[src/rtl/brg_tgt_pkg.sv]
`timescale 1ns/1ps
package brg_tgt_pkg;
  localparam int ADDR_W = 32;
  localparam int CMD_W  = 4;

  typedef enum logic [1:0] {
    VERD_NONE   = 2'd0,
    VERD_ACCEPT = 2'd1,
    VERD_RETRY  = 2'd2
  } verd_e;
endpackage

[src/rtl/brg_dq_slot.sv]
`timescale 1ns/1ps
module brg_dq_slot
  import brg_tgt_pkg::*;
#(
  parameter int TW      = 15,
  parameter int TMO_CYC = (1 << TW) - 1
) (
  input  logic              clk,
  input  logic              rst_n,
  input  logic              load,
  input  logic              done,
  input  logic              rd_avail,
  input  logic [ADDR_W-1:0] req_addr,
  input  logic [CMD_W-1:0]  req_cmd,
  output logic              vld,
  output logic              hit,
  output logic              expire
);
  logic              vld_q, vld_d;
  logic [TW-1:0]     cnt_q, cnt_d;
  logic              cnt_en;
  logic [ADDR_W-1:0] addr_q;
  logic [CMD_W-1:0]  cmd_q;

  // Match and expiry are seen by the decision logic in the same cycle
  assign vld    = vld_q;
  assign hit    = vld_q && (addr_q == req_addr) && (cmd_q == req_cmd);
  assign expire = vld_q && rd_avail && (cnt_q == '0) && !done;

  always_comb begin
    vld_d  = vld_q;
    cnt_d  = cnt_q;
    cnt_en = 1'b0;
    if (load) begin
      vld_d  = 1'b1;
      cnt_d  = TW'(TMO_CYC);
      cnt_en = 1'b1;
    end else if (done || expire) begin
      vld_d = 1'b0;
    end else if (vld_q && rd_avail) begin
      cnt_d  = cnt_q - 1'b1;
      cnt_en = 1'b1;
    end
  end

  always_ff @(posedge clk or negedge rst_n) begin
    if (!rst_n) begin
      vld_q <= 1'b0;
      cnt_q <= '0;
    end else begin
      vld_q <= vld_d;
      if (cnt_en) cnt_q <= cnt_d;
    end
  end

  // Payload needs no reset: it is only read while vld_q is set
  always_ff @(posedge clk) begin
    if (load) begin
      addr_q <= req_addr;
      cmd_q  <= req_cmd;
    end
  end
endmodule

[src/rtl/brg_resp_decide.sv]
`timescale 1ns/1ps
module brg_resp_decide
  import brg_tgt_pkg::*;
#(
  parameter int N_SLOT    = 4,
  parameter int ACC_W     = 5,
  parameter int ACC_LIMIT = 16,
  parameter int PW_W      = 4,
  parameter int PW_MIN    = 2,
  localparam int IDX_W    = (N_SLOT > 1) ? $clog2(N_SLOT) : 1
) (
  input  logic              req_vld,
  input  logic              req_write,
  input  logic              req_lock,
  input  logic              lock_active,
  input  logic              discarding,
  input  logic [ACC_W-1:0]  acc_clks,
  input  logic [PW_W-1:0]   pw_free,
  input  logic [N_SLOT-1:0] slot_vld,
  input  logic [N_SLOT-1:0] slot_hit,
  input  logic [N_SLOT-1:0] rd_avail,
  input  logic [IDX_W-1:0]  rd_head,
  input  logic              pw_pending,
  output verd_e             verd,
  output logic              enq,
  output logic [IDX_W-1:0]  enq_idx,
  output logic [N_SLOT-1:0] slot_load,
  output logic [N_SLOT-1:0] slot_done
);
  logic             hit_any, free_any, done;
  logic [IDX_W-1:0] hit_idx, free_idx;
  logic             hit_ready;

  // Lowest free slot; the matching slot is unique by construction of enqueue
  always_comb begin
    free_any = 1'b0;
    free_idx = '0;
    hit_any  = 1'b0;
    hit_idx  = '0;
    for (int i = N_SLOT - 1; i >= 0; i--) begin
      if (!slot_vld[i]) begin
        free_any = 1'b1;
        free_idx = IDX_W'(i);
      end
      if (slot_hit[i]) begin
        hit_any = 1'b1;
        hit_idx = IDX_W'(i);
      end
    end
  end

  assign hit_ready = rd_avail[hit_idx] && (rd_head == hit_idx) && !pw_pending;

  always_comb begin
    verd    = VERD_NONE;
    enq     = 1'b0;
    enq_idx = '0;
    done    = 1'b0;
    if (req_vld) begin
      if (!req_write && discarding) begin
        verd = VERD_RETRY;
      end else if (lock_active && !req_lock) begin
        verd = VERD_RETRY;
      end else if (acc_clks > ACC_W'(ACC_LIMIT)) begin
        verd = VERD_RETRY;
      end else if (req_write) begin
        verd = (pw_free >= PW_W'(PW_MIN)) ? VERD_ACCEPT : VERD_RETRY;
      end else if (hit_any) begin
        if (hit_ready) begin
          verd = VERD_ACCEPT;
          done = 1'b1;
        end else begin
          verd = VERD_RETRY;
        end
      end else if (free_any) begin
        verd    = VERD_RETRY;
        enq     = 1'b1;
        enq_idx = free_idx;
      end else begin
        verd = VERD_RETRY;
      end
    end
  end

  for (genvar g = 0; g < N_SLOT; g++) begin : g_dec
    assign slot_load[g] = enq && (enq_idx == IDX_W'(g));
    assign slot_done[g] = done && (hit_idx == IDX_W'(g));
  end
endmodule

[src/rtl/brg_burst_guard.sv]
`timescale 1ns/1ps
module brg_burst_guard #(
  parameter int BND_LOG2 = 12,
  localparam int DW_W    = BND_LOG2 - 2
) (
  input  logic            clk,
  input  logic            rst_n,
  input  logic            open,
  input  logic            beat_vld,
  input  logic            beat_last,
  input  logic [DW_W-1:0] beat_dw,
  output logic            disc
);
  logic open_q, open_d;
  logic disc_q, disc_d;

  always_comb begin
    disc_d = beat_vld && open_q && (&beat_dw);
    open_d = open_q;
    if (open) begin
      open_d = 1'b1;
    end else if (beat_vld && (beat_last || disc_d)) begin
      open_d = 1'b0;
    end
  end

  always_ff @(posedge clk or negedge rst_n) begin
    if (!rst_n) begin
      open_q <= 1'b0;
      disc_q <= 1'b0;
    end else begin
      open_q <= open_d;
      disc_q <= disc_d;
    end
  end

  assign disc = disc_q;
endmodule

[src/rtl/brg_tgt_decide.sv]
`timescale 1ns/1ps
module brg_tgt_decide
  import brg_tgt_pkg::*;
#(
  parameter int N_SLOT    = 4,
  parameter int TW        = 15,
  parameter int TMO_CYC   = (1 << TW) - 1,
  parameter int ACC_W     = 5,
  parameter int ACC_LIMIT = 16,
  parameter int PW_W      = 4,
  parameter int PW_MIN    = 2,
  parameter int BND_LOG2  = 12,
  localparam int IDX_W    = (N_SLOT > 1) ? $clog2(N_SLOT) : 1,
  localparam int DW_W     = BND_LOG2 - 2
) (
  input  logic              clk,
  input  logic              rst_n,
  input  logic              req_vld,
  input  logic [ADDR_W-1:0] req_addr,
  input  logic [CMD_W-1:0]  req_cmd,
  input  logic              req_write,
  input  logic              req_lock,
  input  logic              lock_active,
  input  logic              discarding,
  input  logic [ACC_W-1:0]  acc_clks,
  input  logic [PW_W-1:0]   pw_free,
  input  logic [N_SLOT-1:0] rd_avail,
  input  logic [IDX_W-1:0]  rd_head,
  input  logic              pw_pending,
  input  logic              beat_vld,
  input  logic              beat_last,
  input  logic [DW_W-1:0]   beat_dw,
  output logic              rsp_accept,
  output logic              rsp_retry,
  output logic              rsp_disc,
  output logic              enq_vld,
  output logic [IDX_W-1:0]  enq_idx,
  output logic [N_SLOT-1:0] drop_mask
);
  logic [N_SLOT-1:0] slot_vld, slot_hit, slot_exp, slot_load, slot_done;
  verd_e             verd;
  logic              enq;
  logic [IDX_W-1:0]  enq_sel;

  for (genvar g = 0; g < N_SLOT; g++) begin : g_slot
    brg_dq_slot #(
      .TW      (TW),
      .TMO_CYC (TMO_CYC)
    ) slot_i (
      .clk      (clk),
      .rst_n    (rst_n),
      .load     (slot_load[g]),
      .done     (slot_done[g]),
      .rd_avail (rd_avail[g]),
      .req_addr (req_addr),
      .req_cmd  (req_cmd),
      .vld      (slot_vld[g]),
      .hit      (slot_hit[g]),
      .expire   (slot_exp[g])
    );
  end

  brg_resp_decide #(
    .N_SLOT    (N_SLOT),
    .ACC_W     (ACC_W),
    .ACC_LIMIT (ACC_LIMIT),
    .PW_W      (PW_W),
    .PW_MIN    (PW_MIN)
  ) decide_i (
    .req_vld     (req_vld),
    .req_write   (req_write),
    .req_lock    (req_lock),
    .lock_active (lock_active),
    .discarding  (discarding),
    .acc_clks    (acc_clks),
    .pw_free     (pw_free),
    .slot_vld    (slot_vld),
    .slot_hit    (slot_hit),
    .rd_avail    (rd_avail),
    .rd_head     (rd_head),
    .pw_pending  (pw_pending),
    .verd        (verd),
    .enq         (enq),
    .enq_idx     (enq_sel),
    .slot_load   (slot_load),
    .slot_done   (slot_done)
  );

  brg_burst_guard #(
    .BND_LOG2 (BND_LOG2)
  ) burst_i (
    .clk       (clk),
    .rst_n     (rst_n),
    .open      (verd == VERD_ACCEPT),
    .beat_vld  (beat_vld),
    .beat_last (beat_last),
    .beat_dw   (beat_dw),
    .disc      (rsp_disc)
  );

  // Response strobes: registered, one cycle after the request
  logic              acc_d, ret_d, enq_d;
  logic [IDX_W-1:0]  idx_d;
  logic [N_SLOT-1:0] drop_d;

  always_comb begin
    acc_d  = (verd == VERD_ACCEPT);
    ret_d  = (verd == VERD_RETRY);
    enq_d  = enq;
    idx_d  = enq ? enq_sel : '0;
    drop_d = slot_exp;
  end

  always_ff @(posedge clk or negedge rst_n) begin
    if (!rst_n) begin
      rsp_accept <= 1'b0;
      rsp_retry  <= 1'b0;
      enq_vld    <= 1'b0;
      enq_idx    <= '0;
      drop_mask  <= '0;
    end else begin
      rsp_accept <= acc_d;
      rsp_retry  <= ret_d;
      enq_vld    <= enq_d;
      enq_idx    <= idx_d;
      drop_mask  <= drop_d;
    end
  end
endmodule

[config.mk]
export PLATFORM = sky130hd
export DESIGN_NAME = brg_tgt_decide
export DESIGN_NICKNAME = d
export VERILOG_FILES = /design/src/rtl/brg_tgt_pkg.sv /design/src/rtl/brg_dq_slot.sv /design/src/rtl/brg_resp_decide.sv /design/src/rtl/brg_burst_guard.sv /design/src/rtl/brg_tgt_decide.sv
export SDC_FILE = /design/constraint.sdc
export NUM_CORES = 1
export LEC_CHECK = 0
export BUFFER_PORTS_ARGS = -buffer_cell sky130_fd_sc_hd__buf_2
export CAP_MARGIN = 5
export CORE_ASPECT_RATIO = 0.75
export CORE_MARGIN = 3
export CORE_UTILIZATION = 55
export CTS_BUF_LIST = sky130_fd_sc_hd__clkbuf_8
export DETAILED_ROUTE_END_ITERATION = 16
export GPL_TIMING_DRIVEN = 0
export PLACE_DENSITY = 0.8
export SLEW_MARGIN = 40
export SYNTH_ARGS = -nofsm -noshare
export SYNTH_HDL_FRONTEND = slang
export SYNTH_SLANG_ARGS = --single-unit
[constraint.sdc]
create_clock -name clk -period 5.3 [get_ports clk]
set_clock_uncertainty 0.15 [all_clocks]
set_input_delay 1.06 -clock clk [delete_from_list [all_inputs] [get_ports clk]]
set_output_delay 1.06 -clock clk [all_outputs]
set_load 0.05 [all_outputs]
## Word-level counts from Yosys, hierarchy flattened

Cells that the tools add are included.

| storage, ports and cells | value |
|---|---|
| input port bits | 71 |
| bits in registers | 219 |

| cells by class | value |
|---|---|
| multiplexer cells | 82 |
| magnitude comparators | 3 |
| reductions and logical operators | 67 |
| add/subtract/negate cells | 4 |
| eq/ne operators | 21 |

Operators with widths:

| operator | number |
|---|---|
| two-way mux 15 bit | 12 |
| equality test 32 bit | 4 |
| zero test 15 bit | 4 |
| subtractor 15 x 1 -> 15 bit, second input constant | 4 |
| two-way mux 2 bit | 24 |
| two-way mux 1 bit | 45 |
| logical AND 1 bit | 35 |
| nonzero test 2 bit | 9 |
| equality test 4 bit | 4 |
| AND reduction 3 bit | 4 |
| equality test 2 bit, second input constant | 5 |
| AND reduction 10 bit | 1 |
| != test 2 x 1 -> 1 bit, second input constant | 4 |
| zero test 1 bit | 7 |
| equality test 2 x 1 -> 1 bit, second input constant | 3 |
| > comparator 5 bit, second input constant | 1 |
| logical OR 1 bit | 5 |
| greater-or-equal comparator 4 x 2 -> 1 bit, second input constant | 1 |
| zero test 2 bit | 2 |
| < comparator 2 x 3 -> 1 bit, second input constant | 1 |
| binary-select mux 1 bit (select 2 bit) | 1 |
| equality test 2 bit | 1 |

## Logic depth before layout (Yosys ltp)

| depth | value |
|---|---|
| depth in word-level cells | 25 |
| gate-level depth with buffers | 13 |
| gate-level depth less buffers | 12 |

## Hierarchy

Synthesis repeated with hierarchy kept, for this count alone.

| unflattened totals | value |
|---|---|
| cell total of the unflattened synthesis | 809 |
| area total of the unflattened synthesis | 10336.2 µm² |

By module, submodules not included:

| module | times used | cells each | area an instance (µm²) |
|---|---|---|---|
| brg_dq_slot (g_slot[2].slot_i ...) | 2 | 185 | 2416.1 |
| brg_dq_slot (g_slot[0].slot_i ...) | 2 | 182 | 2399.8 |
| brg_resp_decide | 1 | 52 | 352.8 |
| brg_tgt_decide | 1 | 13 | 252.7 |
| brg_burst_guard | 1 | 10 | 98.8 |

## Worst setup path before layout

No wires, ideal clock.

| timing | value |
|---|---|
| path kind | input port to flip-flop |
| start point | in acc_clks[0] |
| end point | reg g_slot[3].slot_i.addr_q[0], enable pin |
| setup slack | 0.743 ns |
| data arrival time | 3.993 ns |
| setup time | 0.413 ns |
| stages | 10 |
| required time | 4.737 ns |
| buffers on the path | 2 |
| cells stage by stage | o41ai_1 o221ai_1 or2_2 nor2_1 and3_1 nand2_1 or3_1 buf_2 inv_1 clkbuf_1 |

| on the way | value |
|---|---|
| cells in the longest elaborated chain, start to end | 7 |

Ends and longest elaborated chain:

| what | RTL line | RTL |
|---|---|---|
| from (decl) | brg_tgt_decide.sv:25 | `input logic [ACC_W-1:0] acc_clks,` |
| > comparator 5 bit (*) | brg_resp_decide.sv:64 | `end else if (acc_clks > ACC_W'(ACC_LIMIT)) begin` |
| two-way mux 2 bit | brg_resp_decide.sv:64 |  |
| two-way mux 2 bit | brg_resp_decide.sv:62 | `end else if (lock_active && !req_lock) begin` |
| two-way mux 2 bit | brg_resp_decide.sv:60 | `if (!req_write && discarding) begin` |
| two-way mux 2 bit | brg_resp_decide.sv:59 | `if (req_vld) begin` |
| equality test 2 bit | brg_resp_decide.sv:86 | `assign slot_load[g] = enq && (enq_idx == IDX_W'(g));` |
| logical AND 1 bit (*) | brg_resp_decide.sv:86 |  |
| net g_slot[3].slot_i.load | brg_dq_slot.sv:10 | `input logic load,` |
| to (signal assigned) | brg_dq_slot.sv:59 | `addr_q <= req_addr;` |
| to (decl) | brg_dq_slot.sv:22 | `logic [ADDR_W-1:0] addr_q;` |

Mark *: on every way through the listed nets, which the timed path passes. The rest lies on a longest branch.
A chain may end at the register's enable or synchronous reset.

## Worst setup path after layout

| timing | value |
|---|---|
| start point | in req_cmd[1] |
| end point | reg g_slot[2].slot_i.cnt_q[0] |

RTL lines:

| what | RTL line | RTL |
|---|---|---|
| from (decl) | brg_tgt_decide.sv:20 | `input logic [CMD_W-1:0] req_cmd,` |
| equality test 4 bit | brg_dq_slot.sv:27 | `assign hit = vld_q && (addr_q == req_addr) && (cmd_q == req_cmd);` |
| logical AND 1 bit | brg_dq_slot.sv:27 |  |
| two-way mux 1 bit (3 in series) | brg_resp_decide.sv:45 | `if (slot_hit[i]) begin` |
| two-way mux 1 bit (*) | brg_resp_decide.sv:45 |  |
| two-way mux 2 bit | brg_resp_decide.sv:68 | `end else if (hit_any) begin` |
| two-way mux 2 bit | brg_resp_decide.sv:66 | `end else if (req_write) begin` |
| two-way mux 2 bit | brg_resp_decide.sv:64 |  |
| two-way mux 2 bit | brg_resp_decide.sv:62 |  |
| two-way mux 2 bit | brg_resp_decide.sv:60 |  |
| two-way mux 2 bit | brg_resp_decide.sv:59 |  |
| equality test 2 bit | brg_resp_decide.sv:86 |  |
| logical AND 1 bit (*) | brg_resp_decide.sv:86 |  |
| net g_slot[2].slot_i.load | brg_dq_slot.sv:10 |  |
| != test 2 x 1 -> 1 bit (no line), or another cell as far along | - |  |
| AND reduction 3 bit (no line) | - |  |
| to (signal assigned) | brg_dq_slot.sv:52 | `if (cnt_en) cnt_q <= cnt_d;` |
| to (decl) | brg_dq_slot.sv:20 | `logic [TW-1:0] cnt_q, cnt_d;` |

Mark *: on every way through the listed nets, which the timed path passes. The rest lies on a longest branch. The select of a mux whose other input is x is not followed.

==> out/results.ini <==
[status]
status = finished, final reports clean

[power]
peakVddDrop_mv = 0.163
power.density_nw_per_um2 = 381
power.leakage_nw = 4.15
power_mw = 4.28

[clock_tree]
worstSkewPairLatency_ps = 510
clockRootBuffer = clkbuf_8
postCtsSetupRepairBufs = 0
cts_made_buffers = 34
cts.repair.resized = 0
clockBufferDepth = 3
cts_num_sinks = 219
postCtsHoldBufs = 0
htreeDepth = 2
cts_tree = done
clk_pin_slew_ps = 70

[yosys]
synth-edff-count = 144
synthArstFlopShare = 0.342
ys_types = 64
synth-seq-cells = 219
syn_area_per_cell_um2 = 13.0
ys.warnings.count = 0
ys.flop_type = edfxtp_1
syn_inst = 756
syn_nets = 831
seq_area_frac_synth = 0.629
netlist_area_um2 = 9860

[routing]
antenna_left = 0
routed_wl_mm = 20.4
vias_per_cell = 5.49
first_iter_violations = 451
drc = 0
wl_per_cell_um = 18.0
num_vias = 6203
first_pass_iters = 6

[place]
port_buffers = 78
gp_congestion = 0.852
dp_hpwl_mm = 14.0

[critical_path]
crit_required_ps = 5530
r2r_end = g_slot[2].slot_i.cnt_q[0]$_DFFE_PN0P_
cp-end-kind = flop
start_kind = input port
critPathKind = input port to flop
crit_arrival_ps = 4580
worstReg2RegStart = g_slot[0].slot_i.addr_q[6]$_DFFE_PP_
r2r_slack_ps = 1350
reg2reg_depth = 13
crit_fanout = 26

[finish]
fin_util = 0.653
drive_gt1_frac = 0.167
final_cell_mix = edfxtp_1, xor2_1, buf_2, xnor2_1, dfrtp_1
nets = 948
n_antenna_cell = 0
final_common_cell = edfxtp_1
area_growth_pct = 13.9
fillers = 1276

[sta]
finalSetupViolCount = 0
max_freq_ghz = 0.230
grt_setup_unrepaired = no
min_period_over_period = 0.820
final_max_slew_viol_count = 0
min_period_ps = 4340
finalHoldViolations = 0
tns_ps = 0
worst_pin_slew_ps = 802
holdWs_ps = 221
slew_headroom = 0.460

[floorplanning]
start_util = 0.573
fp.dieH_um = 122
coreArea_um2 = 17200
die_x_um = 161
fp.dieArea_um2 = 19600
io_pins = 81
fp-row-count = 41

[grt]
grt_pass1_vias = 6041
grt_start_max_net_pins = 60
grt_use_total = 0.211
grt_remaining_overflow = 0
antenna_found_initial = 0
grt_pass1_wl_mm = 32.1

[min_path]
hold_class = input port to asynchronous set/reset pin

[job]
max-cap-violations = 0

[per-stage QoR]
| step | instances | instance area (um2) | worst slack (ps) |
|---|---|---|---|
| global placement | 1070 | 10500 | -517 |
| detailed placement | 1073 | 10600 | 495 |
| global route | 1130 | 11200 | 744 |
| CTS | 1130 | 11200 | 1040 |
| floorplan | 756 | 9860 | 743 |
| finish | 1130 | 11200 | 955 |
[logic make-up (layout without fill, tap and decap cells)]
| family | after synthesis | after routing | synth area share |
|---|---|---|---|
| AND/OR/NAND/NOR | 265 | 265 | 0.151 |
| flip-flops | 219 | 219 | 0.629 |
| XOR/XNOR | 167 | 167 | 0.148 |
| AO/OA/AOI/OAI | 56 | 56 | 0.0406 |
| buffers and inverters | 33 | 171 | 0.0129 |
| multiplexers | 12 | 12 | 0.0123 |
| adder cells (fa/ha/maj) | 4 | 4 | 0.00508 |
[registers in the layout, indices dropped and copies added, names as in the netlist, 2 cells and up]
name,flops
g_slot.slot_i.cmd_q,16
g_slot.slot_i.cnt_q,60
drop_mask,4
enq_idx,2
g_slot.slot_i.addr_q,128
g_slot.slot_i.vld,4
[synth_stat cells (all sizes together) (8+ instances only)]
cell type	instances	area (um2)
mux2i	11	110
xnor2	76	666
nand3	15	75.1
nor4	35	262
xor2	91	797
nand2	50	195
nor3	33	165
dfrtp	75	1880
nand4	27	169
and3	8	50.1
o21ai	20	100
nor2	39	154
or3	15	93.8
inv	21	78.8
edfxtp	144	4320
[worst max-delay path by stage]
stage,start,end
after global placement,req_addr[6],g_slot[2].slot_i.addr_q[29]$_DFFE_PP_
final,req_cmd[1],g_slot[2].slot_i.cnt_q[0]$_DFFE_PN0P_
after detailed placement,req_addr[6],g_slot[2].slot_i.cnt_q[0]$_DFFE_PN0P_
after CTS,req_addr[6],g_slot[2].slot_i.cnt_q[0]$_DFFE_PN0P_
after floorplan,acc_clks[0],g_slot[3].slot_i.addr_q[0]$_DFFE_PP_
after global routing,req_addr[7],g_slot[2].slot_i.cnt_q[0]$_DFFE_PN0P_
[worst max-delay path, cell delays in order]
cell and delay (ps):
buf_2 190, xor2_1 190, nor4_1 510, nand4_1 310, nor4_1 680, nor2_1 100, and3_1 280, nand2_1 150
a211o_1 110, buf_2 200, clkinv_2 330, buf_12 290, nor2_1 90, mux2i_1 60
[power by group]
part / leakage (nW) / internal (mW) / switching, mW / total, mW
Clock: 0.335 / 0.649 / 0.628 / 1.28
Combinational: 1.64 / 0.311 / 0.386 / 0.697
Sequential: 2.17 / 2.09 / 0.215 / 2.31
[final cells by class]
type	instances	area (um2)	area share
Tap cell	236	295	0.0263
Sequential cell	219	6200	0.553
Clock inverter	23	130	0.0116
Clock buffer	34	468	0.0417
Timing Repair Buffer	81	464	0.0414
Inverter	22	88.8	0.00792
Buffer	11	48.8	0.00435
Multi-Input combinational cell	504	3530	0.314
[routing by layer]
metal	wire (um)	global-route usage
met3	1260	0.0408
met4	478	0.0753
met1	9670	0.323
met2	8950	0.303
met5	0	0
Note: power is estimated with default switching activity, not from simulation.
